[config.mk]
export PLATFORM = sky130hd
export DESIGN_NAME = cas64_unit
export DESIGN_NICKNAME = d
export VERILOG_FILES = /design/src/rtl/cas64_pkg.sv /design/src/rtl/cas64_ctrl.sv /design/src/rtl/cas64_cmp.sv /design/src/rtl/cas64_regs.sv /design/src/rtl/cas64_unit.sv
export SDC_FILE = /design/constraint.sdc
export NUM_CORES = 1
export LEC_CHECK = 0
export ABC_CLOCK_PERIOD_IN_PS = 2250
export CAP_MARGIN = 20
export CORE_MARGIN = 5
export CORE_UTILIZATION = 48
export DETAILED_ROUTE_END_ITERATION = 7
export GPL_ROUTABILITY_DRIVEN = 0
export HOLD_SLACK_MARGIN = 0.05
export MAX_ROUTING_LAYER = met4
export PLACE_DENSITY = 0.79
export SLEW_MARGIN = 30
export SYNTH_ARGS = -nofsm -noshare
export SYNTH_HDL_FRONTEND = slang
export SYNTH_SLANG_ARGS = --single-unit
[constraint.sdc]
create_clock -name clk -period 2.25 [get_ports clk]
set_input_delay 0.225 -clock clk [delete_from_list [all_inputs] [get_ports clk]]
set_output_delay 0.225 -clock clk [all_outputs]
set_load 0.005 [all_outputs]
[src/rtl/cas64_pkg.sv]
package cas64_pkg;
  typedef enum logic [2:0] {
    ST_IDLE  = 3'd0,
    ST_READ  = 3'd1,
    ST_COMP  = 3'd2,
    ST_WRITE = 3'd3,
    ST_DONE  = 3'd4
  } cas_state_e;
endpackage

[src/rtl/cas64_ctrl.sv]
module cas64_ctrl
  import cas64_pkg::*;
(
  input  logic clk,
  input  logic rst_n,
  input  logic start_i,
  input  logic rvalid_i,
  input  logic wack_i,
  input  logic lock_en_i,
  output logic accept_o,
  output logic capture_o,
  output logic eval_o,
  output logic rd_req_o,
  output logic wr_req_o,
  output logic lock_o,
  output logic busy_o,
  output logic done_o
);
  cas_state_e state_q, state_n;

  // next-state logic
  always_comb begin
    state_n = state_q;
    case (state_q)
      ST_IDLE:  if (start_i)  state_n = ST_READ;
      ST_READ:  if (rvalid_i) state_n = ST_COMP;
      ST_COMP:                state_n = ST_WRITE;
      ST_WRITE: if (wack_i)   state_n = ST_DONE;
      ST_DONE:                state_n = ST_IDLE;
      default:                state_n = ST_IDLE;
    endcase
  end

  // state register
  always_ff @(posedge clk or negedge rst_n) begin
    if (!rst_n) state_q <= ST_IDLE;
    else        state_q <= state_n;
  end

  assign accept_o  = (state_q == ST_IDLE) && start_i;
  assign capture_o = (state_q == ST_READ) && rvalid_i;
  assign eval_o    = (state_q == ST_COMP);
  assign rd_req_o  = (state_q == ST_READ);
  assign wr_req_o  = (state_q == ST_WRITE);
  assign busy_o    = (state_q != ST_IDLE);
  assign done_o    = (state_q == ST_DONE);
  // lock covers read, compare and write; released in the done cycle
  assign lock_o    = lock_en_i &&
                     ((state_q == ST_READ) || (state_q == ST_COMP) || (state_q == ST_WRITE));
endmodule

[src/rtl/cas64_cmp.sv]
module cas64_cmp #(
  parameter int WORD_W  = 64,
  parameter int SLICE_W = 16
) (
  input  logic [WORD_W-1:0] a_i,
  input  logic [WORD_W-1:0] b_i,
  output logic              eq_o
);
  localparam int SLICES = WORD_W / SLICE_W;

  logic [SLICES-1:0] slice_eq;

  // per-slice equality, then a reduction, keeps the depth shallow
  for (genvar s = 0; s < SLICES; s++) begin : g_slice
    assign slice_eq[s] = (a_i[s*SLICE_W +: SLICE_W] == b_i[s*SLICE_W +: SLICE_W]);
  end

  assign eq_o = &slice_eq;
endmodule

[src/rtl/cas64_regs.sv]
module cas64_regs #(
  parameter int ADDR_W = 32,
  parameter int HALF_W = 32
) (
  input  logic                  clk,
  input  logic                  rst_n,
  input  logic                  accept_i,
  input  logic                  capture_i,
  input  logic                  eval_i,
  input  logic                  eq_i,
  input  logic [ADDR_W-1:0]     addr_i,
  input  logic                  lock_req_i,
  input  logic [HALF_W-1:0]     cmp_hi_i,
  input  logic [HALF_W-1:0]     cmp_lo_i,
  input  logic [HALF_W-1:0]     new_hi_i,
  input  logic [HALF_W-1:0]     new_lo_i,
  input  logic [2*HALF_W-1:0]   rdata_i,
  output logic [ADDR_W-1:0]     addr_o,
  output logic                  lock_en_o,
  output logic [HALF_W-1:0]     exp_hi_o,
  output logic [HALF_W-1:0]     exp_lo_o,
  output logic [2*HALF_W-1:0]   rd_word_o,
  output logic [2*HALF_W-1:0]   wdata_o,
  output logic                  zf_o
);
  localparam int WORD_W = 2 * HALF_W;

  logic [ADDR_W-1:0] addr_q;
  logic              lock_q;
  logic [HALF_W-1:0] exp_hi_q, exp_lo_q;
  logic [WORD_W-1:0] new_q, rd_q, wdata_q;
  logic              zf_q;

  // operands, loaded on accept
  always_ff @(posedge clk or negedge rst_n) begin
    if (!rst_n) begin
      addr_q <= '0;
      lock_q <= 1'b0;
      new_q  <= '0;
    end else if (accept_i) begin
      addr_q <= addr_i;
      lock_q <= lock_req_i;
      new_q  <= {new_hi_i, new_lo_i};
    end
  end

  // expected pair: loaded on accept, overwritten with memory on mismatch
  always_ff @(posedge clk or negedge rst_n) begin
    if (!rst_n) begin
      exp_hi_q <= '0;
      exp_lo_q <= '0;
    end else if (accept_i) begin
      exp_hi_q <= cmp_hi_i;
      exp_lo_q <= cmp_lo_i;
    end else if (eval_i && !eq_i) begin
      exp_hi_q <= rd_q[WORD_W-1:HALF_W];
      exp_lo_q <= rd_q[HALF_W-1:0];
    end
  end

  // read data capture
  always_ff @(posedge clk or negedge rst_n) begin
    if (!rst_n)         rd_q <= '0;
    else if (capture_i) rd_q <= rdata_i;
  end

  // result flag and write data
  always_ff @(posedge clk or negedge rst_n) begin
    if (!rst_n) begin
      zf_q    <= 1'b0;
      wdata_q <= '0;
    end else if (eval_i) begin
      zf_q    <= eq_i;
      wdata_q <= eq_i ? new_q : rd_q;
    end
  end

  assign addr_o    = addr_q;
  assign lock_en_o = lock_q;
  assign exp_hi_o  = exp_hi_q;
  assign exp_lo_o  = exp_lo_q;
  assign rd_word_o = rd_q;
  assign wdata_o   = wdata_q;
  assign zf_o      = zf_q;
endmodule

[src/rtl/cas64_unit.sv]
module cas64_unit #(
  parameter int ADDR_W  = 32,
  parameter int HALF_W  = 32,
  parameter int SLICE_W = 16
) (
  input  logic                clk,
  input  logic                rst_n,
  input  logic                start_i,
  input  logic                lock_req_i,
  input  logic [ADDR_W-1:0]   addr_i,
  input  logic [HALF_W-1:0]   cmp_hi_i,
  input  logic [HALF_W-1:0]   cmp_lo_i,
  input  logic [HALF_W-1:0]   new_hi_i,
  input  logic [HALF_W-1:0]   new_lo_i,
  output logic                busy_o,
  output logic                done_o,
  output logic                zf_o,
  output logic [HALF_W-1:0]   exp_hi_o,
  output logic [HALF_W-1:0]   exp_lo_o,
  output logic                mem_rd_req_o,
  output logic                mem_wr_req_o,
  output logic [ADDR_W-1:0]   mem_addr_o,
  output logic [2*HALF_W-1:0] mem_wdata_o,
  output logic                mem_lock_o,
  input  logic [2*HALF_W-1:0] mem_rdata_i,
  input  logic                mem_rvalid_i,
  input  logic                mem_wack_i
);
  localparam int WORD_W = 2 * HALF_W;

  logic              accept, capture, eval, eq, lock_en;
  logic [WORD_W-1:0] rd_word;

  cas64_ctrl u_ctrl (
    .clk       (clk),
    .rst_n     (rst_n),
    .start_i   (start_i),
    .rvalid_i  (mem_rvalid_i),
    .wack_i    (mem_wack_i),
    .lock_en_i (lock_en),
    .accept_o  (accept),
    .capture_o (capture),
    .eval_o    (eval),
    .rd_req_o  (mem_rd_req_o),
    .wr_req_o  (mem_wr_req_o),
    .lock_o    (mem_lock_o),
    .busy_o    (busy_o),
    .done_o    (done_o)
  );

  cas64_regs #(.ADDR_W(ADDR_W), .HALF_W(HALF_W)) u_regs (
    .clk        (clk),
    .rst_n      (rst_n),
    .accept_i   (accept),
    .capture_i  (capture),
    .eval_i     (eval),
    .eq_i       (eq),
    .addr_i     (addr_i),
    .lock_req_i (lock_req_i),
    .cmp_hi_i   (cmp_hi_i),
    .cmp_lo_i   (cmp_lo_i),
    .new_hi_i   (new_hi_i),
    .new_lo_i   (new_lo_i),
    .rdata_i    (mem_rdata_i),
    .addr_o     (mem_addr_o),
    .lock_en_o  (lock_en),
    .exp_hi_o   (exp_hi_o),
    .exp_lo_o   (exp_lo_o),
    .rd_word_o  (rd_word),
    .wdata_o    (mem_wdata_o),
    .zf_o       (zf_o)
  );

  // the expected pair is unchanged until the compare cycle, so it is the operand
  cas64_cmp #(.WORD_W(WORD_W), .SLICE_W(SLICE_W)) u_cmp (
    .a_i  (rd_word),
    .b_i  ({exp_hi_o, exp_lo_o}),
    .eq_o (eq)
  );
endmodule

==> results.toml <==
[outcome]
run_status = "finished clean"

[final_layout]
drive_gt1_share_pct = 14.0
area_growth_pct = 48.4
fin_util_pct = 71.8
fillers = 1972
nets = 1922

[synth]
seq_area_frac_synth_pct = 54.9
synthesis.area_mm2 = 0.0134
async_flop_share_pct = 100
synth_ff_type = "dfrtp_1"
yosysTopAreaCell = "dfrtp_1"
synth_edf_count = 0
ys_ff_latch = 293
avgSynthCellArea_um2 = 10.5
netlist_instances = 1271
yosysUniqueCellTypes = 25
netlist_top_cells_area = "dfrtp_1, nand2_1, mux2_2"
synth_warnings = 0
netlist.area_leader.share_pct = 54.9
synth_nets = 1501

[global_route]
grt_pass1_vias = 12100
grtUsageTotal_pct = 29.0
grt_pass1_wl_um = 68200
grt.overflow.total = 0
grt_max_degree = 83
antenna_found_initial = 7

[clock_network]
clock_latency_ps = 510
clockBufferDepth = 3
clkSinkCount = 293
cts_tree = "done"
cts_root_buffer = "clkbuf_16"
cts_max_level = 2
path_clk_slew_ps = 60
cts_buffers = 34

[die]
die-height_um = 177
start_util_pct = 48.4
chipWidth_um = 177
io_pins = 396
fp.coreArea_mm2 = 0.0276
dieArea_mm2 = 0.0313
row_count = 61

[pwr]
power_mw = 29.8
ir_drop_uv = 947
leakage_nw = 9.24
powerDensity_mw_per_mm2 = 1500

[timing]
skew_ps = 18.2
slew_viol_final = 0
finalCritPeriodShare_pct = 99.5
hold_viol = 0
tightest_slew_ps = 472
rsz0062_at_grt = "yes"
hold_slack_ps = 248
finalSetupViolCount = 0
fmax_ghz = 0.447
slew_headroom_pct = 68.4
post-route-min-period_ps = 2240

[setup_path]
crit_required_ps = 2650
crit_family = "buffers and inverters"
cp-start-kind = "register"
slowest_stage = "dfrtp_1"
path_cells = "xnor2_2 -> buf_4 -> nand4_1 -> nor4_1 -> nand4_1 -> buf_6 -> buf_12 -> a31o_1 -> o22a_1"
cpMostUsedCell = "nand4_1"
cp_num_cells = 9
path_buf_inv = 3
arrival_ps = 2640
crit_type = "register to register"
endpoint_kind = "register"
slowest_delay_ps = 430
reg2regPathDepth = 9
path_max_fanout = 30

[drt]
detail-route-antenna-nets = 0
drc_errors = 0
drt_pass1_iterations = 5
wl_per_cell_um = 21.5
num_vias = 11500
routed_wirelength_um = 45200
drt_first_iter_violations = 875
vias_per_cell = 5.46

[place]
portBuffers = 395
dp.final_hpwl_um = 32000

[hold_path]
hold_path.class = "input port to asynchronous set/reset pin"

[job]
cap_violations = 0
-- where the power goes --
group / switching (mW) / internal [mW]
clock: 2.21 / 3.71
sequential: 2.21 / 7.90
combinational: 5.96 / 7.79
total: 10.4 / 19.4
-- routing by layer --
metal | GRT usage [%] | up-vias | part of all wire [%] | wire length [um]
met1 | 34.7 | 5656 | 38 | 17400
met2 | 46.6 | 505 | 49 | 22000
met4 | 12.2 | 0 | 4.5 | 2020
met3 | 7.73 | 98 | 8.4 | 3800
met5 | - | - | 0 | 0
li1 | - | 5227 | - | -
-- registers in the layout, indices dropped and copies added (netlist names) --
signal and cells:
u_regs.new_q 64, u_regs.rd_word_o 64, u_regs.wdata_o 64, u_regs.addr_o 32, u_regs.exp_hi_o 32, u_regs.exp_lo_o 32
u_ctrl.state_q 3, u_regs.lock_en_o 1, u_regs.zf_o 1
-- cells by family (layout without fill, tap and decap cells) --
| family | after synthesis | in the layout | synth area share [%] |
|---|---|---|---|
| XOR/XNOR | 64 | 64 | 4.20 |
| flip-flops | 293 | 293 | 54.9 |
| AND/OR/NAND/NOR | 428 | 428 | 12.6 |
| other | 0 | 7 | 0 |
| buffers and inverters | 98 | 544 | 3.02 |
| multiplexers | 128 | 128 | 10.2 |
| AO/OA/AOI/OAI | 260 | 260 | 15.1 |
-- what timing repair did --
item / CTS / global route
gates resized for setup: 22 / 10
buffers inserted: 0 / 2
endpoints found under the hold margin: 49 / 0
pin swaps: 6 / 12
setup endpoints to repair: 129 / 86
cloned: 0 / 2
hold buffers: 1 / 0
-- cells in the final DEF (no fill, tap or decap), types with 3 or more instances in the layout --
| cell | count |
|---|---|
| xnor2_2 | 21 |
| nor2_1 | 7 |
| clkbuf_1 | 7 |
| o21ai_0 | 33 |
| clkinv_2 | 5 |
| dfrtp_1 | 290 |
| buf_12 | 24 |
| diode_2 | 7 |
| o22a_1 | 64 |
| dfrtp_2 | 3 |
| a31o_1 | 60 |
| a31o_2 | 4 |
| nor4_2 | 3 |
| mux2_2 | 64 |
| a21boi_1 | 46 |
| mux2i_1 | 64 |
| clkbuf_16 | 39 |
| clkdlybuf4s50_1 | 394 |
| xnor2_1 | 43 |
| clkbuf_8 | 4 |
| buf_4 | 57 |
| a21o_1 | 32 |
| bufinv_16 | 5 |
| nand2_1 | 390 |
| nand4_1 | 17 |
| a21boi_0 | 18 |
-- per-stage QoR --
stage / setup WS, ps / instances / setup TNS (ps) / cell area [um2]
5_1_grt: -88.6 / 2102 / -3250 / 19800
3_3_place_gp: -180 / 2029 / -13340 / 18300
6_report: 10.5 / 2102 / 0 / 19800
3_5_place_dp: -170 / 2029 / -11640 / 18300
4_1_cts: 3.96 / 2091 / 0 / 19700
2_1_floorplan: 384 / 1271 / 0 / 13400
-- synthesized netlist by cell type, types with 2 or more instances --
| cell | number |
|---|---|
| inv_1 | 2 |
| mux2_2 | 64 |
| clkbuf_1 | 61 |
| a21boi_1 | 45 |
| nor3_1 | 2 |
| a31o_1 | 60 |
| nand4_1 | 17 |
| nor4_1 | 4 |
| nand2b_1 | 2 |
| xnor2_1 | 64 |
| o21ai_0 | 34 |
| buf_2 | 29 |
| a31o_2 | 4 |
| buf_1 | 6 |
| nand2_1 | 391 |
| a21boi_0 | 19 |
| dfrtp_1 | 293 |
| a21oi_1 | 2 |
| mux2i_1 | 64 |
| nor2_1 | 8 |
| a21o_1 | 32 |
| and2_1 | 2 |
| o22a_1 | 64 |
-- worst paths after layout --
| kind | startpoint | end | slack [ps] |
|---|---|---|---|
| max reg2reg | u_regs.rd_word_o[8] | u_regs.exp_lo_o[25] | 10 |
| min in group clk | addr_i[31] | u_regs.addr_o[31] | 250 |
| min reg2reg | u_regs.wdata_o[45] | u_regs.wdata_o[45] | 470 |
| max in group asynchronous | rst_n | u_regs.rd_word_o[4] | 1280 |
| max | u_regs.rd_word_o[8] | u_regs.exp_lo_o[25] | 10 |
| min | rst_n | u_regs.wdata_o[24] | 250 |
-- layout make-up --
class	count	area (um2)	area share (%)
Sequential cell	293	7340	37.0
Multi-Input combinational cell	880	5840	29.4
Clock inverter	13	201	1.02
Antenna cell	7	17.5	0.0883
Tap cell	378	473	2.39
Timing Repair Buffer	481	4950	25.0
Inverter	2	7.51	0.0379
Clock buffer	48	1010	5.08
(Power assumes the default switching activity.)
